===== src/rtl/cbs_pkg.sv =====
package cbs_pkg;

  typedef enum logic [2:0] {
    BLEN_1    = 3'd0,
    BLEN_2    = 3'd1,
    BLEN_4    = 3'd2,
    BLEN_8    = 3'd3,
    BLEN_PAGE = 3'd7
  } blen_e;

endpackage


===== src/rtl/cbs_len_decode.sv =====
module cbs_len_decode
  import cbs_pkg::*;
#(
  parameter int COL_W = 9
) (
  input  logic [2:0]       code_i,
  input  logic             il_req_i,
  input  logic             is_write_i,
  input  logic             single_wr_i,
  output logic [COL_W-1:0] mask_o,
  output logic             page_o,
  output logic             il_o
);

  logic [COL_W-1:0] code_mask;
  logic             code_page;

  always_comb begin
    code_page = 1'b0;
    code_mask = '0;
    case (code_i)
      BLEN_2:    code_mask = COL_W'(1);
      BLEN_4:    code_mask = COL_W'(3);
      BLEN_8:    code_mask = COL_W'(7);
      BLEN_PAGE: begin
        code_mask = '1;
        code_page = 1'b1;
      end
      default:   code_mask = '0;
    endcase
  end

  // A write in single-location mode is always one beat long.
  always_comb begin
    if (single_wr_i && is_write_i) begin
      mask_o = '0;
      page_o = 1'b0;
    end else begin
      mask_o = code_mask;
      page_o = code_page;
    end
    il_o = il_req_i && !page_o;
  end

endmodule


===== src/rtl/cbs_addr_calc.sv =====
module cbs_addr_calc #(
  parameter int COL_W = 9
) (
  input  logic [COL_W-1:0] base_i,
  input  logic [COL_W-1:0] beat_i,
  input  logic [COL_W-1:0] mask_i,
  input  logic             il_i,
  output logic [COL_W-1:0] col_o
);

  logic [COL_W-1:0] sum;
  logic [COL_W-1:0] low;

  assign sum = base_i + beat_i;

  always_comb begin
    if (il_i) low = base_i ^ beat_i;
    else      low = sum;
    col_o = (base_i & ~mask_i) | (low & mask_i);
  end

endmodule


===== src/rtl/col_burst_seq.sv =====
module col_burst_seq
  import cbs_pkg::*;
#(
  parameter int COL_W = 9
) (
  input  logic             clk,
  input  logic             rst,
  input  logic             start_i,
  input  logic [COL_W-1:0] start_col_i,
  input  logic [2:0]       blen_i,
  input  logic             interleave_i,
  input  logic             is_write_i,
  input  logic             single_wr_i,
  input  logic             stop_i,
  output logic [COL_W-1:0] col_o,
  output logic             valid_o,
  output logic             last_o
);

  logic [COL_W-1:0] mask_d;
  logic             page_d;
  logic             il_d;

  logic [COL_W-1:0] base_q;
  logic [COL_W-1:0] mask_q;
  logic [COL_W-1:0] beat_q;
  logic             il_q;
  logic             page_q;

  logic [COL_W-1:0] beat_nxt;
  logic [COL_W-1:0] col_nxt;

  cbs_len_decode #(.COL_W(COL_W)) u_dec (
    .code_i      (blen_i),
    .il_req_i    (interleave_i),
    .is_write_i  (is_write_i),
    .single_wr_i (single_wr_i),
    .mask_o      (mask_d),
    .page_o      (page_d),
    .il_o        (il_d)
  );

  assign beat_nxt = beat_q + COL_W'(1);

  cbs_addr_calc #(.COL_W(COL_W)) u_calc (
    .base_i (base_q),
    .beat_i (beat_nxt),
    .mask_i (mask_q),
    .il_i   (il_q),
    .col_o  (col_nxt)
  );

  always_ff @(posedge clk) begin
    if (rst) begin
      base_q  <= '0;
      mask_q  <= '0;
      beat_q  <= '0;
      il_q    <= 1'b0;
      page_q  <= 1'b0;
      col_o   <= '0;
      valid_o <= 1'b0;
      last_o  <= 1'b0;
    end else if (start_i) begin
      base_q  <= start_col_i;
      mask_q  <= mask_d;
      beat_q  <= '0;
      il_q    <= il_d;
      page_q  <= page_d;
      col_o   <= start_col_i;
      valid_o <= 1'b1;
      last_o  <= !page_d && (mask_d == '0);
    end else if (stop_i) begin
      valid_o <= 1'b0;
      last_o  <= 1'b0;
    end else if (valid_o && !last_o) begin
      beat_q  <= beat_nxt;
      col_o   <= col_nxt;
      last_o  <= !page_q && (beat_nxt == mask_q);
    end else begin
      valid_o <= 1'b0;
      last_o  <= 1'b0;
    end
  end

  AST_START_SHOWS_COL: assert property (@(posedge clk) disable iff (rst)
    start_i |=> (valid_o && col_o == $past(start_col_i)));

  AST_STOP_ENDS: assert property (@(posedge clk) disable iff (rst)
    (stop_i && !start_i) |=> !valid_o);

  AST_NOTHING_AFTER_LAST: assert property (@(posedge clk) disable iff (rst)
    (last_o && !start_i) |=> !valid_o);

  AST_LAST_WITH_VALID: assert property (@(posedge clk) disable iff (rst)
    last_o |-> valid_o);

  AST_PAGE_NO_LAST: assert property (@(posedge clk) disable iff (rst)
    (valid_o && page_q) |-> !last_o);

  AST_HIGH_BITS_FIXED: assert property (@(posedge clk) disable iff (rst)
    (valid_o && $past(valid_o) && !$past(start_i))
      |-> (((col_o ^ $past(col_o)) & ~mask_q) == '0));

  AST_SEQ_STEP: assert property (@(posedge clk) disable iff (rst)
    (valid_o && $past(valid_o) && !$past(start_i) && !il_q)
      |-> (((col_o - $past(col_o)) & mask_q) == COL_W'(1)));

  AST_IL_XOR: assert property (@(posedge clk) disable iff (rst)
    (valid_o && il_q) |-> (((col_o ^ base_q) & mask_q) == beat_q));

endmodule


===== config.mk =====
export PLATFORM = sky130hd
export DESIGN_NAME = col_burst_seq
export DESIGN_NICKNAME = d
export VERILOG_FILES = /design/src/rtl/cbs_pkg.sv /design/src/rtl/cbs_len_decode.sv /design/src/rtl/cbs_addr_calc.sv /design/src/rtl/col_burst_seq.sv
export SDC_FILE = /design/constraint.sdc
export NUM_CORES = 1
export LEC_CHECK = 0
export BUFFER_PORTS_ARGS = -buffer_cell sky130_fd_sc_hd__buf_2
export CORE_MARGIN = 3
export CORE_UTILIZATION = 57
export CTS_CLUSTER_SIZE = 16
export DETAILED_ROUTE_END_ITERATION = 8
export GPL_TIMING_DRIVEN = 1
export PLACE_DENSITY = 0.82
export SETUP_SLACK_MARGIN = 0.5
export SLEW_MARGIN = 20
export SYNTH_ARGS = -nofsm -noshare
export SYNTH_HDL_FRONTEND = slang
export SYNTH_SLANG_ARGS = --single-unit

===== constraint.sdc =====
create_clock -name clk -period 3.8 [get_ports clk]
set_clock_uncertainty 0.05 [all_clocks]
set_input_delay 0 -clock clk [delete_from_list [all_inputs] [get_ports clk]]
set_output_delay 0 -clock clk [all_outputs]
set_load 0.03 [all_outputs]

==> results.ini, run 1 <==
[min_path]
hp-class=in2reg
holdPathStages=3

[sta]
hold_viol=0
max_freq_mhz=327.0
drv_slew=0
setup_viol=0
tns_ps=0
worstMarginPinSlew_ps=606.6
fin_crit_sh_pct=80.48
min_period_ps=3058
slew-limit-headroom_pct=59.56
rsz0062_at_grt=false
holdWs_ps=17.68

[yosys]
async_reset_ff_share_pct=0
synthFlopType=dfxtp_1
avgSynthCellArea_um2=7.895
ys_top_cells_by_area=dfxtp_1, ha_1, a21oi_1
synth_warnings=0
synth.largest_area_cell=dfxtp_1
synth.distinct_cells=48
syn_nets=312
syn-cell-area_um2=2218
synth_edf_count=0
seq_area_frac_synth_pct=31.58
netlist_instances=281
synth-seq-cells=35
netlist.area_leader.share_pct=31.58

[drt]
drt-met1-wl_mm=2.204
drc=0
wl_per_cell_um=13.65
dr.max_layer_used=met4
dr_wl_met2_mm=2.464
antenna_left=0
vias=2004
routed_wl_mm=4.941
drtPass1Iterations=4
drt_iter0_markers=98
wl_met3_um=187
viasPerCell=5.536

[clock_tree]
cts_tree=built
clkTransAtPathRegs_ps=70
numCtsBuffers=5
ctsHtreeMaxLevel=2
clock_path_buffers=2
root_buffer=clkbuf_8
numClockSinks=35
insertion_delay_ps=300
post_cts_buffers=0

[worst_setup_path]
r2r_setup_slack_ps=740
slowest_stage=or4_1
slowest_delay_ps=460
crit_path_end_kind=flip-flop
r2r_cells=11
path_class=reg2reg
cp_max_fo=7
cp.arrival_ps=3230
crit_top_cell=a21oi_1
path_buf_inv=0
startpoint_type=flip-flop
critPathTopFamily=simple AND/OR/NAND/NOR gates
cp_cell_sequence=ha_2 > nand3_2 > nor2_2 > xor2_1 > ha_1 > a21oi_1 > o21ai_0 > a21boi_2 > xnor2_1 > or4_1 > a21oi_1
path_depth=11
required_ps=3970

[pwr]
pwr-share-comb_pct=15.4
clkPwrFrac_pct=33.4
switching_power_mw=0.2147
p_sw_share_pct=27.65
p_seq_share_pct=51.2
p_int_mw=0.5619
powerDensity_nw_per_um2=302.3
p_leak_nw=1.066
peakVddDrop_uv=270.7
power_mw=0.7766

[run_status]
outcome=finished, final reports clean

[global_routing]
grt_pass1_vias=1876
grt_max_degree=32
antenna_found_initial=0
track_usage_pct=24.10
overflow=0
grt_pass1_wl_mm=8.390

[layout]
drive_above_1_share_pct=15.61
nets=344
fill_cells=320
syn_to_final_growth_pct=15.79
regArea_um2=700.7
fin_util_pct=69.12
multiInputGateArea_um2=1385
fin_area_um2=2569
n_antenna_cell=0

[floorplan]
core_um2=3716
die_y_um=68.39
core.rowCount=22
die_area_um2=4677
io_pins=30
start_util_pct=59.70
dieWidth_um=68.39

[placed_design]
hpwl_mm=3.503
place.gp.congestion=0.9120
port_buffers=29
place_area_um2=2342

[run]
maxCapViolations=0

==> power by group through the flow <==
stage / clock [mW] / combinational (mW) / sequential (mW)
finish: 0.260 / 0.119 / 0.398
global route: 0.280 / 0.134 / 0.400
CTS: 0.269 / 0.120 / 0.398
detailed placement: 0 / 0.108 / 0.406
global placement: 0 / 0.105 / 0.405
floorplan: 0 / 0.0626 / 0.417
==> cells in the mapped netlist, types with 2 or more instances <==
cell type,number
and4_4,2
dfxtp_1,35
o21ai_0,11
nor2_1,34
nor2b_1,2
o2111ai_1,3
nand3b_1,2
a221oi_1,3
clkbuf_1,11
xnor2_1,10
nand2b_1,2
inv_1,13
nand4_1,3
and2_1,4
buf_2,5
buf_4,3
a21oi_1,26
mux2i_1,8
nand3_1,6
a31oi_1,5
ha_1,11
xor2_1,12
nand2_1,33
a21o_1,3
or3_1,2
o211ai_1,2
a211oi_1,5
o21ai_1,2
o31ai_1,2
nor3_1,3
==> flip-flops by register name (all words and copies together) (netlist names) <==
signal / cells
beat_q: 9
mask_q: 4
col_o: 9
last_o: 1
base_q: 9
valid_o: 1
page_q: 1
il_q: 1
==> tightest hold or removal path, cell delays in order <==
cell and delay, ps:
buf_2 120, nand3_1 120, a21oi_1 70
==> cell usage in the layout, fill, tap and decap left out, types with 2 or more instances in the layout <==
cell and count:
nand2_1 33, nand3_1 6, nor2b_1 2, and2_1 4, o21ai_1 2, a31oi_1 5, inv_1 13, nor3_1 3
o31ai_1 2, nor2_1 33, a21oi_1 26, a21o_1 3, clkbuf_8 5, or3_1 2, o21ai_0 11, o211ai_1 2
xor2_1 12, nand4_1 3, dfxtp_1 35, a221oi_1 3, nand3b_1 2, mux2i_1 8, and4_4 2, o2111ai_1 3
ha_1 10, buf_2 29, nand2b_1 2, xnor2_1 10, clkbuf_1 2, dlygate4sd3_1 14, a211oi_1 5
==> layer usage <==
metal | vias up | track usage [%]
li1 | 1034 | -
met1 | 921 | 28.51
met2 | 44 | 41.24
met3 | 5 | 5.090
met4 | 0 | 10.92
met5 | - | 0
==> path summary, 6_finish.rpt <==
| check | end | start |
|---|---|---|
| setup / recovery | col_o[7]$_SDFFE_PP0P_ | beat_q[0]$_SDFFE_PP0P_ |
| hold / removal | mask_q[7]$_SDFFE_PP0P_ | blen_i[2] |
| setup reg to reg | col_o[7]$_SDFFE_PP0P_ | beat_q[0]$_SDFFE_PP0P_ |
| hold reg to reg | page_q$_SDFFE_PP0P_ | page_q$_SDFFE_PP0P_ |
==> cells by family (layout without fill, tap and decap cells) <==
family | count (synthesis) | in the layout | share of synthesized area [%]
AND/OR/NAND/NOR | 100 | 100 | 21.26
AO/OA/AOI/OAI | 70 | 70 | 20.30
flip-flops | 35 | 35 | 31.58
buffers and inverters | 32 | 65 | 6.204
XOR/XNOR | 23 | 23 | 9.419
adder cells (fa/ha/maj) | 12 | 12 | 7.107
multiplexers | 9 | 9 | 4.117
==> layout make-up <==
class                           instances  area share, %
Inverter                               13          1.900
Clock buffer                            7          2.971
Timing Repair Buffer                   44          11.40
Sequential cell                        35          27.28
Clock inverter                          1         0.1948
Tap cell                               48          2.338
Multi-Input combinational cell        214          53.92
==> repair_timing <==
| item | in CTS | in global routing |
|---|---|---|
| gates resized for setup | 0 | 2 |
| hold buffers | 14 | 0 |
| endpoints found under the setup margin | 0 | 1 |
| hold endpoints to repair | 19 | 0 |
==> through the flow <==
step | setup slack (ps) | cells
2_1_floorplan | 1058 | 281
3_3_place_gp | 853.0 | 340
3_5_place_dp | 633.8 | 340
4_1_cts | 623.4 | 362
5_1_grt | 517.8 | 362
6_report | 741.7 | 362
Power figures use the tool's default switching activity.
==> run 2: changes to the inputs <==
--- a/config.mk
+++ b/config.mk
@@ -7,11 +7,11 @@
 export LEC_CHECK = 0
 export BUFFER_PORTS_ARGS = -buffer_cell sky130_fd_sc_hd__buf_2
 export CORE_MARGIN = 3
-export CORE_UTILIZATION = 57
+export CORE_UTILIZATION = 52
 export CTS_CLUSTER_SIZE = 16
 export DETAILED_ROUTE_END_ITERATION = 8
 export GPL_TIMING_DRIVEN = 1
-export PLACE_DENSITY = 0.82
+export PLACE_DENSITY = 0.79
 export SETUP_SLACK_MARGIN = 0.5
 export SLEW_MARGIN = 20
 export SYNTH_ARGS = -nofsm -noshare
==> constraint.sdc (replaced) <==
create_clock -name clk -period 2.7 [get_ports clk]
set_clock_uncertainty 0.05 [all_clocks]
set_input_delay 0 -clock clk [delete_from_list [all_inputs] [get_ports clk]]
set_output_delay 0 -clock clk [all_outputs]
set_load 0.03 [all_outputs]
==> run 2 against run 1 <==
Effect of this change:
- worst hold slack got worse by 4.2 ps
- critical path depth unchanged
- worst setup slack worse by 470 ps
- sequential share of layout area fell by 2.6 points
- cell area rose by 13%
- utilization up 2.4 points
- clock power is 46% higher
- non-clock buffer count is 16 higher
- die area increased by 8.8%
- wire length grew 23%
==> results.ini, run 2 (synthesis results as in run 1) <==
[run_status]
outcome=finished, final reports clean

[layout]
n_antenna_cell=0  ; unchanged
fin_util_pct=71.51  ; +2.4 points
drive_above_1_share_pct=27.58  ; +12 points
layout.cells.most_common=nand2_1
syn_to_final_growth_pct=30.80
layout_common_cells=nand2_1, nor2_1, dfxtp_1, buf_2, a21oi_1
fill_cells=269  ; -16%
final_cells=380  ; +5.0%
top_regs=base_q: 9 flops, beat_q: 9 flops, col_o: 9 flops
nets=360  ; +4.7%

[global_routing]
grt_pass1_vias=2183  ; +16%
track_usage_pct=24.58  ; +0.49 points
antenna_found_initial=0  ; unchanged
grt_pass1_wl_mm=10.05  ; +20%
grt_max_degree=32  ; unchanged
overflow=0  ; unchanged

[drt]
vias=2186  ; +9.1%
drtPass1Iterations=4  ; unchanged
drc=0  ; unchanged
antenna_left=0  ; unchanged
drt_iter0_markers=137  ; +40%
wl_per_cell_um=16.03  ; +17%
viasPerCell=5.753  ; +3.9%
routed_wl_mm=6.093  ; +23%

[sta]
rsz0062_at_grt=true
drv_slew=0  ; unchanged
setup_viol=0  ; unchanged
max_freq_mhz=412.1  ; +26%
tns_ps=0  ; unchanged
worstMarginPinSlew_ps=636.1  ; +29.58 ps
fin_crit_sh_pct=89.87  ; +9.4 points
min_period_ps=2426  ; -632.0 ps
hold_viol=0  ; unchanged
slew-limit-headroom_pct=57.59  ; -2.0 points

[worst_setup_path]
slowest_stage=or4_1
required_ps=2870  ; -1100 ps
cp_max_fo=5  ; -2
cp.arrival_ps=2600  ; -630 ps
slowest_delay_ps=410  ; -50 ps
startpoint_type=flip-flop
path_class=reg2reg
crit_path_end_kind=flip-flop
cp_cell_sequence=ha_4 > nand3_4 > nor2_4 > xor2_2 > ha_4 > a21oi_2 > o21ai_1 > a21boi_2 > xnor2_1 > or4_1 > a21oi_2

[clock_tree]
cts_tree=built
clock_path_buffers=2  ; unchanged
root_buffer=clkbuf_8
numClockSinks=35  ; unchanged
numCtsBuffers=5  ; unchanged
insertion_delay_ps=290  ; about the same
ctsHtreeMaxLevel=2  ; unchanged
clkTransAtPathRegs_ps=70  ; about the same

[floorplan]
io_pins=30  ; unchanged
core.rowCount=23  ; +4.5%
dieWidth_um=71.32  ; +4.3%
die_area_um2=5086  ; +8.8%
core_um2=4058  ; +9.2%
die_y_um=71.32  ; +4.3%
start_util_pct=54.67  ; -5.0 points

[placed_design]
place.gp.congestion=0.8704  ; -4.6%
hpwl_mm=3.784  ; +8.0%
port_buffers=29  ; unchanged
dpl.cell_count=346  ; +1.8%

[pwr]
powerDensity_nw_per_um2=388.0  ; +28%
p_leak_nw=1.173  ; +10%
peakVddDrop_uv=402.9  ; +49%

[run]
maxCapViolations=0  ; unchanged

[min_path]
hp-class=in2reg

## run 2: power breakdown
| part | switching [mW] | internal [mW] |
|---|---|---|
| sequential | 0.0246 | 0.535 |
| clock | 0.198 | 0.180 |
| combinational | 0.109 | 0.0783 |
## run 2: worst paths after layout
check | start | endpoint | slack, ps | depth (start not counted)
hold / removal | blen_i[2] | il_q$_SDFFE_PP0P_ | 10 | 4
hold reg to reg | page_q$_SDFFE_PP0P_ | page_q$_SDFFE_PP0P_ | 430 | 2
setup / recovery | beat_q[0]$_SDFFE_PP0P_ | col_o[7]$_SDFFE_PP0P_ | 270 | 11
setup reg to reg | beat_q[0]$_SDFFE_PP0P_ | col_o[7]$_SDFFE_PP0P_ | 270 | 11
## run 2: stage by stage
step	total power, mW	instance area, µm²	setup slack, ps	hold slack, ps
6_report	1.126	2902	273.6	13.49
2_1_floorplan	0.6742	2276	236.3	94.69
4_1_cts	1.114	2761	257.8	2.158
3_5_place_dp	0.7247	2421	38.77	210.5
5_1_grt	1.175	2902	152.2	23.70
3_3_place_gp	0.7196	2421	160.3	199.2
## run 2: critical path: cells and delay by family (launching register included)
family | cells | cell delay [ps]
AOI/OAI and AO/OA | 4 | 530
xor gates and xnor gates | 2 | 330
adders and majority gates | 2 | 400
DFF | 1 | 390
and+or+nand+nor | 3 | 630
## run 2: repair_timing
| item | CTS | global route |
|---|---|---|
| pin swaps | 7 | 11 |
| setup buffers | 10 | 3 |
| gates resized for setup | 12 | 14 |
| endpoints found under the setup margin | 5 | 7 |
| hold buffers | 13 | 0 |
| endpoints found under the hold margin | 20 | 0 |
## run 2: per-layer routing
metal | GRT usage (%) | wire length [µm] | up-vias
met2 | 41.22 | 3044 | 73
met5 | 0 | 0 | -
met4 | 9.395 | 121 | 0
li1 | - | - | 1065
met3 | 4.769 | 351 | 11
met1 | 31.15 | 2577 | 1037
## run 2: layout make-up
cell class | instances | area, µm² | area share, %
clock buffers | 6 | 72.57 | 2.501
multi-input cells | 214 | 1579 | 54.42
flip-flops and latches | 35 | 715.7 | 24.67
clock inverters | 2 | 12.51 | 0.4312
repair buffers | 60 | 410.4 | 14.14
well taps | 50 | 62.56 | 2.156
inverters | 13 | 48.80 | 1.682
==> run 3: changes to the inputs <==
--- a/config.mk
+++ b/config.mk
@@ -11,6 +11,7 @@
 export CTS_CLUSTER_SIZE = 16
 export DETAILED_ROUTE_END_ITERATION = 8
 export GPL_TIMING_DRIVEN = 1
+export HOLD_SLACK_MARGIN = 0.03
 export PLACE_DENSITY = 0.79
 export SETUP_SLACK_MARGIN = 0.5
 export SLEW_MARGIN = 20
==> run 3 against run 2 <==
Effect of this change:
- die area stayed put
- utilization is 0.74 points higher
- critical path type unchanged
- worst hold slack better by 79 ps
- global-route usage is 0.64 points higher
- critical path depth is 1 lower
- critical endpoint unchanged
- final cell count is 0.79% higher
- sequential share of layout area is 0.25 points lower
- highest routed layer unchanged
- largest cell class unchanged
- clock-buffer cell count stayed put
- sequential power hardly changed
- largest power group unchanged
==> results.ini, run 3 (synthesis results as in run 1) <==
[global_routing]
grt_pass1_wl_mm=10.27  ; +2.1%
grt_max_degree=32  ; unchanged
overflow=0  ; unchanged
antenna_found_initial=0  ; unchanged
grt_pass1_vias=2229  ; +2.1%
track_usage_pct=25.23  ; +0.64 points

[sta]
tns_ps=0  ; unchanged
setup_viol=0  ; unchanged
fin_crit_sh_pct=90.21  ; +0.34 points
slew-limit-headroom_pct=57.26  ; -0.33 points
worstMarginPinSlew_ps=641.1  ; +4.941 ps
hold_viol=0  ; unchanged
max_freq_mhz=410.6  ; -0.38%
fin_ws_ps=264.4  ; -9.232 ps
drv_slew=0  ; unchanged
rsz0062_at_grt=true
min_period_ps=2436  ; +9.232 ps

[layout]
nets=363  ; +0.83%
layout.cells.most_common=nand2_1
fin_util_pct=72.25  ; +0.74 points
layout_common_cells=nand2_1, nor2_1, dfxtp_1, buf_2, a21oi_1
drive_above_1_share_pct=27.33  ; -0.25 points
n_antenna_cell=0  ; unchanged
syn_to_final_growth_pct=32.15
top_regs=base_q: 9 flops, beat_q: 9 flops, col_o: 9 flops
fill_cells=262  ; -2.6%

[clock_tree]
numClockSinks=35  ; unchanged
ctsHtreeMaxLevel=2  ; unchanged
clkTransAtPathRegs_ps=80  ; about the same
clock_path_buffers=2  ; unchanged
numCtsBuffers=5  ; unchanged
root_buffer=clkbuf_8
insertion_delay_ps=290  ; about the same
cts_tree=built

[worst_setup_path]
cp.arrival_ps=2610  ; about the same
path_class=reg2reg
startpoint_type=flip-flop
path_buf_inv=0  ; unchanged
required_ps=2870  ; about the same
slowest_delay_ps=420  ; about the same
slowest_stage=or4_1
critPathTopFamily=simple AND/OR/NAND/NOR gates
cp_max_fo=4  ; -1
crit_path_end_kind=flip-flop
cp_cell_sequence=and4_4 > and2_4 > xor2_1 > ha_1 > nand2_1 > o21ai_1 > a21boi_2 > xnor2_1 > or4_1 > a21oi_2

[placed_design]
port_buffers=29  ; unchanged
pre_cts_slack_ps=38.77  ; unchanged
place.gp.congestion=0.8704  ; unchanged
hpwl_mm=3.784  ; unchanged

[pwr]
clkPwrFrac_pct=33.5  ; about the same
peakVddDrop_uv=347.8  ; -14%
pwr-share-comb_pct=16.9  ; +0.3 points
p_leak_nw=1.182  ; +0.77%
p_int_mw=0.7970  ; +0.36%
switching_power_mw=0.3325  ; +0.27%
power_mw=1.129  ; +0.33%
p_seq_share_pct=49.6  ; about the same
powerDensity_nw_per_um2=385.3  ; -0.69%
p_sw_share_pct=29.44  ; about the same

[floorplan]
io_pins=30  ; unchanged
die_y_um=71.32  ; unchanged
start_util_pct=54.67  ; unchanged
core_um2=4058  ; unchanged
core.rowCount=23  ; unchanged
die_area_um2=5086  ; unchanged
dieWidth_um=71.32  ; unchanged

[run]
maxCapViolations=0  ; unchanged

[drt]
antenna_left=0  ; unchanged
drt_iter0_markers=177  ; +29%
drc=0  ; unchanged
viasPerCell=5.809  ; +0.99%
drtPass1Iterations=4  ; unchanged
routed_wl_mm=6.240  ; +2.4%
wl_per_cell_um=16.29  ; +1.6%
vias=2225  ; +1.8%

[run_status]
outcome=finished, final reports clean

[min_path]
hp-class=in2reg

## run 3: changes by cell type in the layout (fill, tap and decap cells not counted), sizes merged
cell / previous run / this run
dlygate4sd3: 13 / 16
## run 3: area by class of cell
cell class	count	area [µm²]	area share (%)
inverters	13	48.80	1.665
clock buffers	6	72.57	2.475
well taps	50	62.56	2.134
clock inverters	2	12.51	0.4268
multi-input cells	214	1579	53.86
repair buffers	63	440.4	15.02
flip-flops and latches	35	715.7	24.41
## run 3: worst min-delay path: stages
cell	delay, ps
buf_2	80
a21oi_1	90
nand3_1	140
a21oi_1	80
## run 3: metal layers
| metal | vias up | global-route usage (%) | wire length [µm] |
|---|---|---|---|
| met5 | - | 0 | 0 |
| met3 | 14 | 5.049 | 365 |
| met4 | 0 | 11.27 | 156 |
| met2 | 81 | 41.63 | 3070 |
| met1 | 1055 | 31.76 | 2647 |
| li1 | 1075 | - | - |
## run 3: final timing paths
check                              start                    end  slack, ps  cells after the start
setup / recovery  beat_q[3]$_SDFFE_PP0P_  col_o[7]$_SDFFE_PP0P_        260                     10
hold / removal               single_wr_i    page_q$_SDFFE_PP0P_         90                      4
setup reg to reg  beat_q[3]$_SDFFE_PP0P_  col_o[7]$_SDFFE_PP0P_        260                     10
hold reg to reg      page_q$_SDFFE_PP0P_    page_q$_SDFFE_PP0P_        440                      2
## run 3: metrics by stage
step                      hold WS (ps)  area, µm²  std cells
after floorplan                  94.69       2276        281
after global placement           199.2       2421        346
after detailed placement         210.5       2421        346
after CTS                        70.73       2791        380
after global routing             92.12       2932        383
final                            92.32       2932        383
## run 3: power by group through the flow
stage	registers, mW	clock network, mW	logic, mW
after CTS	0.557	0.383	0.177
after floorplan	0.586	0	0.0887
after detailed placement	0.570	0	0.154
after global routing	0.563	0.413	0.210
final	0.560	0.378	0.191
after global placement	0.569	0	0.150
## run 3: what timing repair did
item,CTS,global route
setup endpoints to repair,5,7
hold endpoints to repair,22,0
pin swaps,7,9
gates resized for setup,12,14
setup buffers,10,3
cloned,0,0
hold buffers,16,0
